### config.mk
export PLATFORM = sky130hd
export DESIGN_NAME = spi_clkstop_master
export DESIGN_NICKNAME = d
export VERILOG_FILES = /design/src/rtl/spi_cs_pkg.sv /design/src/rtl/spi_clk_phase.sv /design/src/rtl/spi_phase_timer.sv /design/src/rtl/spi_word_shifter.sv /design/src/rtl/spi_clkstop_master.sv
export SDC_FILE = /design/constraint.sdc
export NUM_CORES = 1
export LEC_CHECK = 0
export ABC_AREA = 1
export BUFFER_PORTS_ARGS = -buffer_cell sky130_fd_sc_hd__buf_2
export CAP_MARGIN = 30
export CORE_UTILIZATION = 36
export CTS_CLUSTER_SIZE = 8
export DETAILED_ROUTE_END_ITERATION = 12
export PLACE_DENSITY = 0.54
export SYNTH_ARGS = -nofsm -noshare
export SYNTH_HDL_FRONTEND = slang
export SYNTH_SLANG_ARGS = --single-unit
export TNS_END_PERCENT = 50
### constraint.sdc
create_clock -name clk -period 2.7 [get_ports clk]
set_input_delay 0.405 -clock clk [delete_from_list [all_inputs] [get_ports clk]]
set_output_delay 0.405 -clock clk [all_outputs]
set_load 0.005 [all_outputs]
### src/rtl/spi_cs_pkg.sv
package spi_cs_pkg;

    typedef enum logic [2:0] {
        ST_IDLE,
        ST_LEAD,
        ST_HIGH,
        ST_LOW,
        ST_TAIL
    } xfer_state_t;

endpackage

### src/rtl/spi_clk_phase.sv
module spi_clk_phase #(
    parameter int DIV_W = 8
) (
    input  logic [DIV_W-1:0] div_i,
    output logic [DIV_W-1:0] hi_len_o,
    output logic [DIV_W-1:0] lo_len_o
);
    // div_i is already sanitized (never 0)
    logic [DIV_W-1:0] half_dn;
    logic [DIV_W-1:0] half_up;

    always_comb begin
        half_dn = div_i >> 1;
        half_up = half_dn + DIV_W'(div_i[0]);
        if (div_i[0]) begin
            hi_len_o = half_up;
            lo_len_o = half_up;
        end else begin
            hi_len_o = half_dn + DIV_W'(1);
            lo_len_o = half_dn;
        end
    end

endmodule

### src/rtl/spi_phase_timer.sv
module spi_phase_timer #(
    parameter int CNT_W = 8
) (
    input  logic             clk,
    input  logic             rst_n,
    input  logic             load_i,
    input  logic [CNT_W-1:0] load_val_i,
    output logic             last_o
);
    logic [CNT_W-1:0] cnt_q;

    always_ff @(posedge clk or negedge rst_n) begin
        if (!rst_n) begin
            cnt_q <= '0;
        end else if (load_i) begin
            cnt_q <= load_val_i;
        end else if (cnt_q > CNT_W'(1)) begin
            cnt_q <= cnt_q - CNT_W'(1);
        end
    end

    assign last_o = (cnt_q <= CNT_W'(1));

endmodule

### src/rtl/spi_word_shifter.sv
module spi_word_shifter #(
    parameter int WORD_MAX = 32,
    parameter int LEN_W    = 6
) (
    input  logic                clk,
    input  logic                rst_n,
    input  logic                load_i,
    input  logic [LEN_W-1:0]    len_i,
    input  logic [WORD_MAX-1:0] tx_i,
    input  logic                shift_tx_i,
    input  logic                sample_i,
    input  logic                miso_i,
    output logic                tx_bit_o,
    output logic [WORD_MAX-1:0] rx_o
);
    logic [WORD_MAX-1:0] tx_q;
    logic [WORD_MAX-1:0] rx_q;
    logic [LEN_W-1:0]    align;

    always_comb begin
        align = LEN_W'(WORD_MAX) - len_i;
    end

    always_ff @(posedge clk or negedge rst_n) begin
        if (!rst_n) begin
            tx_q <= '0;
            rx_q <= '0;
        end else if (load_i) begin
            tx_q <= tx_i << align;
            rx_q <= '0;
        end else begin
            if (shift_tx_i) begin
                tx_q <= {tx_q[WORD_MAX-2:0], 1'b0};
            end
            if (sample_i) begin
                rx_q <= {rx_q[WORD_MAX-2:0], miso_i};
            end
        end
    end

    assign tx_bit_o = tx_q[WORD_MAX-1];
    assign rx_o     = rx_q;

endmodule

### src/rtl/spi_clkstop_master.sv
module spi_clkstop_master
    import spi_cs_pkg::*;
#(
    parameter int DIV_W    = 8,
    parameter int WORD_MAX = 32,
    parameter int WORD_MIN = 4,
    parameter int LEN_W    = $clog2(WORD_MAX + 1)
) (
    input  logic                clk,
    input  logic                rst_n,
    input  logic                start_i,
    input  logic [DIV_W-1:0]    div_i,
    input  logic [LEN_W-1:0]    len_i,
    input  logic [WORD_MAX-1:0] tx_word_i,
    input  logic                miso_i,
    output logic                sclk_o,
    output logic                ss_n_o,
    output logic                mosi_o,
    output logic                mosi_oe_o,
    output logic                busy_o,
    output logic                done_o,
    output logic [WORD_MAX-1:0] rx_word_o
);
    localparam logic [LEN_W-1:0] LEN_LO = LEN_W'(WORD_MIN);
    localparam logic [LEN_W-1:0] LEN_HI = LEN_W'(WORD_MAX);

    xfer_state_t state_q, state_nx;

    logic [DIV_W-1:0] div_q;
    logic [DIV_W-1:0] div_in_safe;
    logic [DIV_W-1:0] div_eff;
    logic [LEN_W-1:0] len_clamped;
    logic [LEN_W-1:0] bits_left_q;
    logic [DIV_W-1:0] hi_len;
    logic [DIV_W-1:0] lo_len;
    logic             phase_last;
    logic             timer_load;
    logic [DIV_W-1:0] timer_val;
    logic             accept;
    logic             fall_ev;
    logic             rise_ev;
    logic             tx_bit;
    logic [WORD_MAX-1:0] rx_bits;

    // Input conditioning: divisor 0 becomes 1, length clamped
    always_comb begin
        div_in_safe = (div_i == '0) ? DIV_W'(1) : div_i;
        if (len_i < LEN_LO)      len_clamped = LEN_LO;
        else if (len_i > LEN_HI) len_clamped = LEN_HI;
        else                     len_clamped = len_i;
        div_eff = (state_q == ST_IDLE) ? div_in_safe : div_q;
    end

    assign accept = (state_q == ST_IDLE) && start_i;

    spi_clk_phase #(.DIV_W(DIV_W)) u_phase (
        .div_i    (div_eff),
        .hi_len_o (hi_len),
        .lo_len_o (lo_len)
    );

    // Next-state logic
    always_comb begin
        state_nx = state_q;
        unique case (state_q)
            ST_IDLE: if (start_i)    state_nx = ST_LEAD;
            ST_LEAD: if (phase_last) state_nx = ST_HIGH;
            ST_HIGH: if (phase_last) state_nx = (bits_left_q == LEN_W'(1)) ? ST_TAIL : ST_LOW;
            ST_LOW:  if (phase_last) state_nx = ST_HIGH;
            ST_TAIL: if (phase_last) state_nx = ST_IDLE;
            default:                 state_nx = ST_IDLE;
        endcase
    end

    assign fall_ev    = (state_q == ST_HIGH) && (state_nx == ST_LOW);
    assign rise_ev    = (state_q != ST_HIGH) && (state_nx == ST_HIGH);
    assign timer_load = (state_nx != state_q);
    assign timer_val  = (state_nx == ST_HIGH) ? hi_len : lo_len;

    spi_phase_timer #(.CNT_W(DIV_W)) u_timer (
        .clk        (clk),
        .rst_n      (rst_n),
        .load_i     (timer_load),
        .load_val_i (timer_val),
        .last_o     (phase_last)
    );

    spi_word_shifter #(.WORD_MAX(WORD_MAX), .LEN_W(LEN_W)) u_shift (
        .clk        (clk),
        .rst_n      (rst_n),
        .load_i     (accept),
        .len_i      (len_clamped),
        .tx_i       (tx_word_i),
        .shift_tx_i (fall_ev),
        .sample_i   (rise_ev),
        .miso_i     (miso_i),
        .tx_bit_o   (tx_bit),
        .rx_o       (rx_bits)
    );

    // State register with transfer configuration
    always_ff @(posedge clk or negedge rst_n) begin
        if (!rst_n) begin
            state_q     <= ST_IDLE;
            div_q       <= DIV_W'(1);
            bits_left_q <= '0;
        end else begin
            state_q <= state_nx;
            if (accept) begin
                div_q       <= div_in_safe;
                bits_left_q <= len_clamped;
            end else if (fall_ev) begin
                bits_left_q <= bits_left_q - LEN_W'(1);
            end
        end
    end

    // Registered outputs decoded from the next state
    always_ff @(posedge clk or negedge rst_n) begin
        if (!rst_n) begin
            sclk_o    <= 1'b0;
            ss_n_o    <= 1'b1;
            mosi_oe_o <= 1'b0;
            busy_o    <= 1'b0;
            done_o    <= 1'b0;
            rx_word_o <= '0;
        end else begin
            sclk_o    <= (state_nx == ST_HIGH);
            ss_n_o    <= (state_nx == ST_IDLE);
            mosi_oe_o <= (state_nx == ST_LEAD) || (state_nx == ST_HIGH) || (state_nx == ST_LOW);
            busy_o    <= (state_nx != ST_IDLE);
            done_o    <= (state_q == ST_TAIL) && (state_nx == ST_IDLE);
            if ((state_q == ST_TAIL) && (state_nx == ST_IDLE)) begin
                rx_word_o <= rx_bits;
            end
        end
    end

    assign mosi_o = mosi_oe_o & tx_bit;

endmodule

==> flow_metrics.py <==
metrics = {
    "logic_synthesis": {
        "yosysWarnings": 0,
        "async_flop_share_pct": 100,
        "ys_seq_elements": 126,
        "syn_inst": 1102,
        "synth_most_common_cell": "nand2_1",
        "synth-edff-count": 0,
        "synth_area_leaders": "dfrtp_1, nand2_1, nand3_1",
        "synth_common_cells": "nand2_1, nand3_1, dfrtp_1",
        "syn_area_mm2": 0.00785,
        "avgSynthCellArea_um2": 7.12,
        "ys_types": 39,
        "syn_nets": 1160,
        "synth.yosys.seq_area_share_pct": 40.2,
        "yosys.area.top_type": "dfrtp_1",
        "synthFlopType": "dfrtp_1",
        "synth_top_area_share_pct": 39.5,
    },
    "global_route": {
        "grt_pass1_wl_mm": 34.9,
        "grt_overflow_total": 0,
        "track_usage_pct": 19.5,
        "antenna_found_initial": 0,
        "grt_pass1_vias": 7087,
        "grt_max_degree": 66,
    },
    "clocking": {
        "clock-sinks": 126,
        "cts_root_buffer": "clkbuf_16",
        "cts_resized": 0,
        "cts_max_level": 4,
        "clkLatencyLatePin_ns": 0.42,
        "clk_path_buf_depth": 2,
        "cts_buffers": 17,
        "clk_pin_slew_worst_paths_ns": 0.06,
        "post-cts-setup-buffer-count": 0,
        "cts_tree": "built",
        "hold_buffers": 0,
    },
    "timing": {
        "skew_ns": 0.0122,
        "timing.final.crit_period_ns": 2.44,
        "rsz0062_at_grt": "false",
        "fin_crit_sh_pct": 90.5,
        "report.final.slew_viol_count": 0,
        "setup_tns_ns": 0,
        "hold-worst-slack_ns": -0.00446,
        "setup_viol": 0,
        "fmax_mhz": 409,
        "hold_violations": 1,
        "timing.slew.headroom_pct": 57.3,
        "worst_slew_pin_slew_ns": 0.640,
    },
    "layout": {
        "area_delta_synth_final_pct": 16.8,
        "seqCellArea_mm2": 0.00316,
        "utilization_pct": 43.2,
        "antenna_cells": 0,
        "multi_input_area_mm2": 0.00392,
        "final.fill_count": 2267,
        "drive_gt1_share_pct": 18.0,
        "nets": 1231,
    },
    "drt": {
        "vias_per_cell": 4.99,
        "drc": 0,
        "vias": 7286,
        "antenna_left": 0,
        "first_pass_iters": 5,
        "wl_per_cell_um": 13.8,
        "drt_iter0_markers": 472,
        "drt_wl_total_mm": 20.2,
    },
    "pwr": {
        "leakagePower_nw": 4.70,
        "power_density_mw_per_mm2": 540,
        "vdd_drop_max_mv": 0.365,
    },
    "floorplanning": {
        "die_w_um": 150,
        "pin_count": 88,
        "std_cell_rows": 53,
        "fp.dieArea_mm2": 0.0224,
        "initial_core_util_pct": 37.0,
        "die_h_um": 150,
        "core_mm2": 0.0212,
    },
    "worst_setup_path": {
        "cp-start-kind": "flip-flop",
        "crit_start": "state_q[0]",
        "critPathArrivalTime_ns": 2.78,
        "cp-end-kind": "flip-flop",
        "required_ns": 3.04,
        "r2r_start": "state_q[0]",
        "cp_max_fo": 8,
        "path_class": "reg -> reg",
    },
    "outcome": {
        "status": "complete, but fails checks",
        "violations": "hold timing",
    },
    "placed_design": {
        "hpwl_mm": 14.3,
        "gp_congestion": 0.877,
        "io_buffers": 87,
    },
    "min_path": {
        "min_path_type": "in -> async",
    },
    "flow_run": {
        "drv_cap": 0,
    },
}
[worst max-delay path, stage by stage (launching register included)]
cell,delay [ns]
dfrtp_1,0.43
nor2_2,0.17
nand2_2,0.15
buf_4,0.20
nand2_1,0.09
nand2_2,0.13
inv_2,0.13
ha_1,0.18
ha_2,0.23
inv_1,0.05
nor2_1,0.11
o21ai_1,0.10
o21ai_0,0.09
nand2_1,0.07
nand2_1,0.06
nand2_1,0.05
a21oi_1,0.11
[cell usage in the layout (no fill, tap or decap), types with 7 or more instances in the layout]
master,synthesis,routed
ha_1,8,7
dfrtp_1,124,124
nand3_1,155,155
buf_4,6,21
a21oi_1,32,32
o21ai_0,103,102
inv_2,10,10
clkbuf_16,0,17
o211ai_1,16,16
nor2_1,60,60
buf_2,24,86
inv_1,101,101
o21ai_1,52,53
o21ai_2,18,18
nand2_1,297,296
nand2_2,12,13
[logic make-up (layout without fill, tap and decap cells)]
kind of cell | Yosys count | after routing | synth area share, %
AND/OR/NAND/NOR | 556 | 556 | 31.1
AO/OA/AOI/OAI | 231 | 231 | 16.5
buffers and inverters | 174 | 258 | 9.96
flip-flops | 126 | 126 | 40.2
adder cells (fa/ha/maj) | 8 | 8 | 1.28
XOR/XNOR | 7 | 7 | 1.02
[state kept, by name, summed over array words and instances (netlist names), 3 cells and up]
signal / flops
bits_left_q: 6
state_q: 3
rx_word_o: 32
u_timer.cnt_q: 8
u_shift.rx_o: 32
u_shift.tx_q: 32
div_q: 8
[stage by stage]
stage	instance area [um2]	total power, W	cells	worst slack, ns
4_1_cts	9160	0.00501	1461	0.182
3_3_place_gp	8550	0.00261	1429	0.165
2_1_floorplan	7850	0.00238	1102	0.244
6_report	9170	0.00495	1461	0.258
5_1_grt	9170	0.00519	1461	0.00548
3_5_place_dp	8550	0.00260	1429	0.162
[cell type report]
cell class | count | share of cell area [%]
timing repair buffer | 113 | 7.73
clock inverter | 13 | 1.79
tap | 275 | 3.75
clock buffer | 19 | 4.94
multi-input combinational | 802 | 42.7
inverter | 113 | 4.65
sequential | 126 | 34.4
[worst paths after layout]
path | slack, ns | depth (start not counted) | end
max | 0.26 | 16 | u_timer.cnt_q[2]
min | -0.004 | 1 | div_q[7]
max reg2reg | 0.26 | 16 | u_timer.cnt_q[2]
min reg2reg | 0.48 | 2 | rx_word_o[6]
max in group asynchronous | 1.95 | 2 | div_q[0]
min in group clk | 0.22 | 3 | div_q[7]
[metal layers]
| metal | vias to the layer above | part of all wire (%) | track usage (%) |
|---|---|---|---|
| li1 | 3747 | - | - |
| met1 | 3388 | 48 | 25.9 |
| met2 | 128 | 47 | 32.3 |
| met3 | 23 | 3.4 | 3.41 |
| met4 | 0 | 1.4 | 5.51 |
| met5 | - | 0 | 0 |
[where the power goes]
part           internal, W  switching, W  total, W  leakage [nW]
Combinational     0.000215      0.000463  0.000678          2.87
Sequential         0.00189   0.000000366   0.00189          1.53
Clock              0.00150      0.000881   0.00238         0.299
No activity file was read; power rests on OpenSTA's default activity.
